**src/rtl/adc_cmp_pkg.sv**
```systemverilog
package adc_cmp_pkg;
  // Which pass test applies to the current result
  typedef enum logic [2:0] {
    TEST_ALL     = 3'd0,
    TEST_GE      = 3'd1,
    TEST_LT      = 3'd2,
    TEST_IN_INC  = 3'd3,
    TEST_IN_EXC  = 3'd4,
    TEST_OUT_INC = 3'd5,
    TEST_OUT_EXC = 3'd6
  } test_e;

  localparam int NUM_REL = 3;  // r vs A, r vs B, B vs A
endpackage

```
**src/rtl/adc_cmp_relate.sv**
```systemverilog
module adc_cmp_relate #(
  parameter int W = 16
) (
  input  logic [W-1:0] lhs,
  input  logic [W-1:0] rhs,
  input  logic         sgn,
  output logic         lt,
  output logic         eq
);
  localparam int EW = W + 1;

  logic [EW-1:0] lhs_x, rhs_x;

  // One extra bit: a copy of the sign in signed mode, zero otherwise
  always_comb begin
    lhs_x = {sgn & lhs[W-1], lhs};
    rhs_x = {sgn & rhs[W-1], rhs};
    lt    = $signed(lhs_x) < $signed(rhs_x);
    eq    = (lhs == rhs);
  end
endmodule

```
**src/rtl/adc_cmp_select.sv**
```systemverilog
module adc_cmp_select
  import adc_cmp_pkg::*;
(
  input  logic  en,
  input  logic  gt,
  input  logic  rng,
  input  logic  a_above_b,
  output test_e test
);
  always_comb begin
    if (!en)             test = TEST_ALL;
    else if (!rng)       test = gt ? TEST_GE : TEST_LT;
    else if (!a_above_b) test = gt ? TEST_IN_INC : TEST_IN_EXC;
    else                 test = gt ? TEST_OUT_INC : TEST_OUT_EXC;
  end
endmodule

```
**src/rtl/adc_cmp_verdict.sv**
```systemverilog
module adc_cmp_verdict
  import adc_cmp_pkg::*;
(
  input  test_e test,
  input  logic  r_lt_a,
  input  logic  r_eq_a,
  input  logic  r_lt_b,
  input  logic  r_eq_b,
  output logic  pass
);
  logic ge_a, gt_a, le_b;

  always_comb begin
    ge_a = !r_lt_a;
    gt_a = !r_lt_a && !r_eq_a;
    le_b = r_lt_b || r_eq_b;
    unique case (test)
      TEST_ALL:     pass = 1'b1;
      TEST_GE:      pass = ge_a;
      TEST_LT:      pass = r_lt_a;
      TEST_IN_INC:  pass = ge_a && le_b;
      TEST_IN_EXC:  pass = gt_a && r_lt_b;
      TEST_OUT_INC: pass = le_b || ge_a;
      TEST_OUT_EXC: pass = r_lt_b || gt_a;
      default:      pass = 1'b0;
    endcase
  end
endmodule

```
**src/rtl/adc_cmp_gate.sv**
```systemverilog
module adc_cmp_gate
  import adc_cmp_pkg::*;
#(
  parameter int W = 16
) (
  input  logic         clk,
  input  logic         rst_n,
  input  logic         res_valid,
  input  logic [W-1:0] res_data,
  input  logic         res_diff,
  input  logic         cmp_en,
  input  logic         cmp_gt,
  input  logic         cmp_rng,
  input  logic [W-1:0] thr_a,
  input  logic [W-1:0] thr_b,
  output logic         store_ok,
  output logic [W-1:0] out_data,
  output logic         out_done
);
  logic [W-1:0]       rel_lhs [NUM_REL];
  logic [W-1:0]       rel_rhs [NUM_REL];
  logic [NUM_REL-1:0] rel_lt, rel_eq;

  // Pairs: 0 = result vs A, 1 = result vs B, 2 = B vs A
  assign rel_lhs[0] = res_data;
  assign rel_rhs[0] = thr_a;
  assign rel_lhs[1] = res_data;
  assign rel_rhs[1] = thr_b;
  assign rel_lhs[2] = thr_b;
  assign rel_rhs[2] = thr_a;

  for (genvar g = 0; g < NUM_REL; g++) begin : g_rel
    adc_cmp_relate #(.W(W)) u_rel (
      .lhs (rel_lhs[g]),
      .rhs (rel_rhs[g]),
      .sgn (res_diff),
      .lt  (rel_lt[g]),
      .eq  (rel_eq[g])
    );
  end

  test_e test;
  logic  pass;

  adc_cmp_select u_sel (
    .en        (cmp_en),
    .gt        (cmp_gt),
    .rng       (cmp_rng),
    .a_above_b (rel_lt[2]),
    .test      (test)
  );

  adc_cmp_verdict u_ver (
    .test   (test),
    .r_lt_a (rel_lt[0]),
    .r_eq_a (rel_eq[0]),
    .r_lt_b (rel_lt[1]),
    .r_eq_b (rel_eq[1]),
    .pass   (pass)
  );

  assign store_ok = res_valid && pass;

  // Next state
  logic [W-1:0] data_d;
  logic         done_d;

  always_comb begin
    data_d = out_data;
    if (store_ok) data_d = res_data;
    done_d = store_ok;
  end

  // Registers
  always_ff @(posedge clk or negedge rst_n) begin
    if (!rst_n) begin
      out_data <= '0;
      out_done <= 1'b0;
    end else begin
      out_data <= data_d;
      out_done <= done_d;
    end
  end
endmodule

```
**config.mk**
```make
export PLATFORM = sky130hd
export DESIGN_NAME = adc_cmp_gate
export DESIGN_NICKNAME = d
export VERILOG_FILES = /design/src/rtl/adc_cmp_pkg.sv /design/src/rtl/adc_cmp_relate.sv /design/src/rtl/adc_cmp_select.sv /design/src/rtl/adc_cmp_verdict.sv /design/src/rtl/adc_cmp_gate.sv
export SDC_FILE = /design/constraint.sdc
export NUM_CORES = 1
export LEC_CHECK = 0
export BUFFER_PORTS_ARGS = -buffer_cell sky130_fd_sc_hd__buf_2
export CAP_MARGIN = 40
export CORE_MARGIN = 3
export CORE_UTILIZATION = 56
export CTS_BUF_LIST = sky130_fd_sc_hd__clkbuf_8
export CTS_CLUSTER_SIZE = 8
export DETAILED_ROUTE_END_ITERATION = 8
export PLACE_DENSITY_LB_ADDON = 0.1
export RECOVER_POWER = 50
export SETUP_SLACK_MARGIN = 0.5
export SLEW_MARGIN = 10
export SYNTH_ARGS = -nofsm -noshare
export SYNTH_HDL_FRONTEND = slang
export SYNTH_SLANG_ARGS = --single-unit
```
**constraint.sdc**
```tcl
create_clock -name clk -period 6.75 [get_ports clk]
set_clock_uncertainty 0.05 [all_clocks]
set_input_delay 0 -clock clk [delete_from_list [all_inputs] [get_ports clk]]
set_output_delay 0 -clock clk [all_outputs]
set_load 0.005 [all_outputs]
```
==> metrics.md, run 1 <==
| Metric | Value |
|---|---|
| Cts hold-fix bufs | 14 |
| Vias in the first global route | 1785 |
| Latest clock arrival within the worst-skew pair | 240 ps |
| Total DRC errors in the routed layout | 0 |
| Async S/R FF share, synth | 100% |
| Die Wd | 65.8 microns |
| CTS max path bufs | 2 |
| Post-synth EDFFs | 0 |
| Design area | 2590 sq um |
| Wirelength, routed | 4630 microns |
| Clock power frac | 18.6% |
| Detail Placement HPWL | 3880 microns |
| Final Hold Viols | 0 |
| Hold Crit Class | in -> reg |
| Setup Viol. Count Final | 0 |
| Tmin final | 3380 ps |
| Synthesized area per cell | 9.62 sq um |
| Fillers | 262 |
| Antenna violations before repair | 0 |
| Routability cong. | 0.835 |
| Worst VDD drop | 0.0000763 V |
| Area growth syn-to-layout | 29.4% |
| Clock transition at path regs | 60 ps |
| DR pass1 iterations | 4 |
| Initial drt markers | 96 |
| Max-cap viol count | 0 |
| Worst setup EP type | flop |
| I/O pin count | 73 |
| Power per cell area | 147 nW/um^2 |
| Largest net degree at the start of global routing | 18 |
| Total power | 0.382 mW |
| Post-CTS Setup Bufs | 0 |
| Slew Viols, Final | 0 |
| Core Util, Final | 76.4% |
| Worst slew pin tran | 859 ps |
| Die span in y | 65.8 microns |
| Routed vias | 1848 |
| Flop pwr share | 35.8% |
| Die Area | 4330 sq um |
| Most common flop cell mapped by yosys | dfrtp_1 |
| Core Area | 3390 sq um |
| # port buffers | 72 |
| Layout net count | 401 |
| Period Utilization, post-route | 50.1% |
| Pint | 0.260 mW |
| Synth cell types | 42 |
| Post-DRT Antenna Nets | 0 |
| First-pass GRT wire length | 7670 microns |
| Register area share after synthesis | 21.3% |
| Syn Inst Count | 208 |
| Initial core utilization | 59.1% |
| Share of cells above drive strength 1 | 32.0% |
| CTS sink count | 17 |
| Commonest non-fill, non-tap cell in the layout | buf_2 |
| Outcome | finished, final reports clean |
| Max-slew headroom | 42.7% |
| TritonCTS Buffers | 3 |
| Vias per inst | 5.39 |
| Setup TNS | 0 ps |
| Post-DP Area | 2410 sq um |
| CTS tree | done |
| RSZ-0062 raised after global routing | no |
| Leak | 1.45 nW |
| Total gr overflow | 0 |
| F_max | 296 MHz |
| Total GRT Usage | 22.7% |
| NetSw | 0.122 mW |
| Synth warnings | 0 |
| Syn Nets | 311 |
| Drt wl/cell | 13.5 microns |
| Root Driver | clkbuf_8 |
| Commonest non-fill, non-tap cells in the layout | buf_2, ha_1, inv_1, dfrtp_1, dlygate4sd3_1 |
| Hold_ws | 7.76 ps |
| Sw Share | 31.9% |
| WP data arrival | 3460 ps |
| FF+latch count, synth | 17 |
| Storage cell area | 425 sq um |
| WP data required | 6830 ps |
| Comb power frac | 45.7% |
| H-Tree Depth | 1 |
| Antenna diodes | 0 |
| Crit path max fanout | 17 |
| Area taken by multi-input logic gates | 1430 sq um |
| Post-CTS sizing | 0 |
| Row count | 21 |
| WS Path Type | in -> reg |
| CP startpoint kind | primary input |
| Netlist Area Pre-Place | 2000 sq um |
logic make-up after synthesis:
group | synth area share (%)
DFF | 21.3
adders and majority gates | 30.0
AOI/OAI and AO/OA | 17.6
xor gates and xnor gates | 1.75
muxes | 11.8
and+or+nand+nor | 10.3
buffers and inverters | 7.37
power groups by stage:
| stage | registers, mW | clock network [mW] | logic (mW) |
|---|---|---|---|
| after floorplan | 0.139 | 0 | 0.102 |
| after global placement | 0.138 | 0 | 0.166 |
| after detailed placement | 0.138 | 0 | 0.169 |
| after CTS | 0.136 | 0.0737 | 0.176 |
| after global routing | 0.139 | 0.0800 | 0.197 |
| final | 0.137 | 0.0709 | 0.174 |
worst max-delay path: stages:
cell,delay (ps)
buf_2,70
inv_1,40
ha_1,290
a21o_1,160
a21o_1,170
a211oi_1,220
o21ai_0,120
a31oi_1,220
o211a_1,170
o21ai_0,80
ha_1,290
inv_1,80
and4_1,200
and2b_2,190
o21a_1,190
o41ai_4,270
buf_4,320
mux2_2,370
worst paths after layout:
kind	start	to	slack (ps)	depth (start not counted)
setup reg to reg	out_data[0]	out_data[0]	5940	1
max in group asynchronous	rst_n	out_data[13]	5790	2
hold reg to reg	out_data[11]	out_data[11]	450	1
hold / removal	res_data[3]	out_data[3]	8	2
setup / recovery	thr_a[1]	out_data[9]	3370	18
min in group asynchronous	rst_n	out_done	330	2
through the flow:
stage | setup WS [ps] | cells
final | 3370 | 343
after global routing | 3090 | 343
after CTS | 3330 | 343
after detailed placement | 3060 | 325
after global placement | 3160 | 325
after floorplan | 3340 | 208
flip-flops by register name, summed over array words and instances, names as in the netlist:
signal / flops
out_done: 1
out_data: 16
layout make-up:
cell class,instances,share of cell area (%)
timing repair buffer,87,19.4
sequential,17,16.4
tap,46,2.22
inverter,35,5.07
clock buffer,3,1.59
clock inverter,1,0.145
multi-input combinational,154,55.1
cells in the mapped netlist, types with 2 or more instances:
cell	count	area share, %
o2111ai_1	2	0.88
inv_1	35	6.6
nand4_1	5	1.6
dfrtp_1	17	21
and3_1	2	0.62
a311oi_1	2	0.88
nand2b_1	2	0.62
mux2_4	9	6.8
a211oi_1	3	1.1
nor2_1	2	0.38
o21ai_0	7	1.7
nand3_1	8	2.0
nor3_1	6	1.5
a21o_1	7	2.6
ha_1	48	30
o21a_1	2	0.75
a221oi_1	2	0.88
xor2_1	3	1.3
mux2_2	9	5.1
nand2_1	7	1.3
a21oi_1	9	2.2
per-layer routing:
| layer | part of all wire (%) | vias up | track usage (%) |
|---|---|---|---|
| met5 | 0 | - | 0 |
| met4 | 1.4 | 0 | 5.96 |
| met3 | 4.9 | 6 | 3.06 |
| met2 | 47 | 56 | 39.0 |
| met1 | 47 | 839 | 29.7 |
| li1 | - | 947 | - |
No activity file was read; power rests on OpenSTA's default activity.
==> run 2: changes to the inputs <==
- CORE_UTILIZATION: 56 -> 47
- clock period: 6.75 -> 2.95 ns (I/O delays scaled with it)
==> metrics.md, run 2 (synthesis gave the netlist of run 1 again) <==
| Metric | Value |
|---|---|
| Outcome | finished, violations left |
| Violated checks | negative setup slack |
| Commonest non-fill, non-tap cell in the layout | buf_2 |
| Worst setup EP type | flop |
| WP data arrival | 3210 ps (-250 ps) |
| Largest net degree at the start of global routing | 18 (unchanged) |
| Final Hold Viols | 0 (unchanged) |
| DR pass1 iterations | 4 (unchanged) |
| Area growth syn-to-layout | 41.7% |
| Clock transition at path regs | 70 ps (about the same) |
| Die Area | 5080 sq um (+17%) |
| Die Wd | 71.3 microns (+8.3%) |
| CP startpoint kind | primary input |
| Wirelength, routed | 4720 microns (+1.9%) |
| Commonest non-fill, non-tap cells in the layout | buf_2, ha_1, inv_1, buf_4, dfrtp_1 |
| Drt wl/cell | 12.8 microns (-5.2%) |
| I/O pin count | 73 (unchanged) |
| Hold_ws | 28.0 ps (+20.2 ps) |
| Max reg flops | 16 (unchanged) |
| Max-slew headroom | 39.3% (-3.4 points) |
| Top cell by count, worst path | a21o_1 |
| Row count | 23 (+9.5%) |
| Share of cells above drive strength 1 | 39.2% (+7.2 points) |
| Total gr overflow | 0 (unchanged) |
| Initial core utilization | 49.3% (-9.7 points) |
| Reg with most FFs | out_data |
| Layout net count | 423 (+5.5%) |
| Die span in y | 71.3 microns (+8.3%) |
| Setup Viol. Count Final | 17 (+17) |
| Worst path top cell family by delay | compound AO/OA/AOI/OAI gates |
| Setup TNS | -2350 ps (-2350 ps) |
| Total GRT Usage | 19.5% (-3.2 points) |
| Vias in the first global route | 1917 (+7.4%) |
| Slew Viols, Final | 0 (unchanged) |
| Power per cell area | 329 nW/um^2 (+120%) |
| Leak | 1.58 nW (+8.9%) |
| Top flop regs | out_data x16, out_done x1 |
| Routed vias | 1894 (+2.5%) |
| Crit path max fanout | 17 (unchanged) |
| RSZ-0062 raised after global routing | yes |
| Worst path bufs/invs | 4 (unchanged) |
| Initial drt markers | 87 (-9.4%) |
| Hold Crit Class | in -> reg |
| Post-CTS Setup Bufs | 0 (unchanged) |
| Largest stage delay, worst path | 390 ps (+20 ps) |
| # port buffers | 72 (unchanged) |
| Antenna violations before repair | 0 (unchanged) |
| Min setup slack post-route | -167 ps (-3540 ps) |
| Worst slew pin tran | 910 ps (+50.9 ps) |
| Fillers | 334 (+27%) |
| Max-cap viol count | 0 (unchanged) |
| Worst VDD drop | 0.000178 V (+130%) |
| Post-DRT Antenna Nets | 0 (unchanged) |
| Core Area | 4060 sq um (+20%) |
| H-Tree Depth | 1 (unchanged) |
| Worst path slowest cell | o41ai_4 |
| WP data required | 3040 ps (-3790 ps) |
| Detail Placement HPWL | 4060 microns (+4.7%) |
| Tmin final | 3120 ps |
| Vias per inst | 5.13 (-4.7%) |
| CTS tree | done |
| Antenna diodes | 0 (unchanged) |
| Latest clock arrival within the worst-skew pair | 250 ps (about the same) |
| Period Utilization, post-route | 106% |
| Worst path cell trace | buf_8 -> clkinv_8 -> ha_4 -> a21o_1 -> a21o_1 -> a211oi_2 -> o21ai_1 -> a31oi_1 -> o211a_1 -> o21ai_2 -> ha_1 -> inv_2 -> and4_1 -> and2b_2 -> o21a_1 -> o41ai_4 -> buf_12 -> mux2_2 |
| WS Path Type | in -> reg |
| Root Driver | clkbuf_8 |
| F_max | 321 MHz |
| CTS max path bufs | 2 (unchanged) |
| First-pass GRT wire length | 8080 microns (+5.3%) |
| TritonCTS Buffers | 3 (unchanged) |
| Routability cong. | 0.875 (+4.7%) |
| Total DRC errors in the routed layout | 0 (unchanged) |
| CTS sink count | 17 (unchanged) |
-- run 2: changes by cell type in the layout (fill, tap and decap cells not counted), moves of 2 or more --
| cell | previous run | this run |
|---|---|---|
| inv_1 | 36 | 32 |
| buf_4 | 1 | 20 |
| dlygate4sd3_1 | 14 | 16 |
| inv_2 | 0 | 2 |
| clkbuf_1 | 4 | 1 |
| o21ai_0 | 7 | 5 |
-- run 2: per-stage QoR --
step / utilization (%) / instance area (sq um) / setup WS [ps] / total power, mW / cells
6_report: 69.9 / 2840 / -167 / 0.934 / 369
5_1_grt: 69.9 / 2840 / -316 / 1.01 / 369
4_1_cts: 69.8 / 2830 / -173 / 0.944 / 369
3_5_place_dp: 64.2 / 2600 / -489 / 0.746 / 349
3_3_place_gp: 64.2 / 2600 / -396 / 0.738 / 349
2_1_floorplan: - / 2030 / -257 / 0.555 / 208
-- run 2: worst paths after layout --
check                             start      endpoint  slack (ps)  cells past startpoint
setup / recovery               thr_a[1]  out_data[10]        -170                     18
hold / removal             res_data[15]  out_data[15]          30                      2
setup reg to reg            out_data[2]   out_data[2]        2140                      1
hold reg to reg            out_data[13]  out_data[13]         460                      1
max in group asynchronous         rst_n   out_data[4]        1950                      2
min in group asynchronous         rst_n  out_data[11]         350                      2
-- run 2: report_power, final --
part	internal, mW	total (mW)	switching [mW]
Combinational	0.257	0.448	0.192
Clock	0.0937	0.173	0.0788
Sequential	0.285	0.313	0.0287
-- run 2: repair_timing --
item,in CTS,in global routing
hold buffers,16,0
hold endpoints to repair,32,0
endpoints found under the setup margin,18,18
resized for setup,6,3
-- run 2: area by class of cell --
cell class	count	area (sq um)	area share (%)
Sequential cell	17	425	15.0
Tap cell	50	62.6	2.20
Clock inverter	1	5.00	0.176
Clock buffer	3	41.3	1.46
Timing Repair Buffer	109	706	24.9
Multi-Input combinational cell	154	1450	51.2
Inverter	35	144	5.07
-- run 2: per-layer routing --
| layer | share of wire, % | global-route usage [%] |
|---|---|---|
| met5 | 0 | 0 |
| met4 | 1.2 | 5.64 |
| met3 | 5.4 | 1.96 |
| met2 | 50 | 36.1 |
| met1 | 44 | 23.7 |
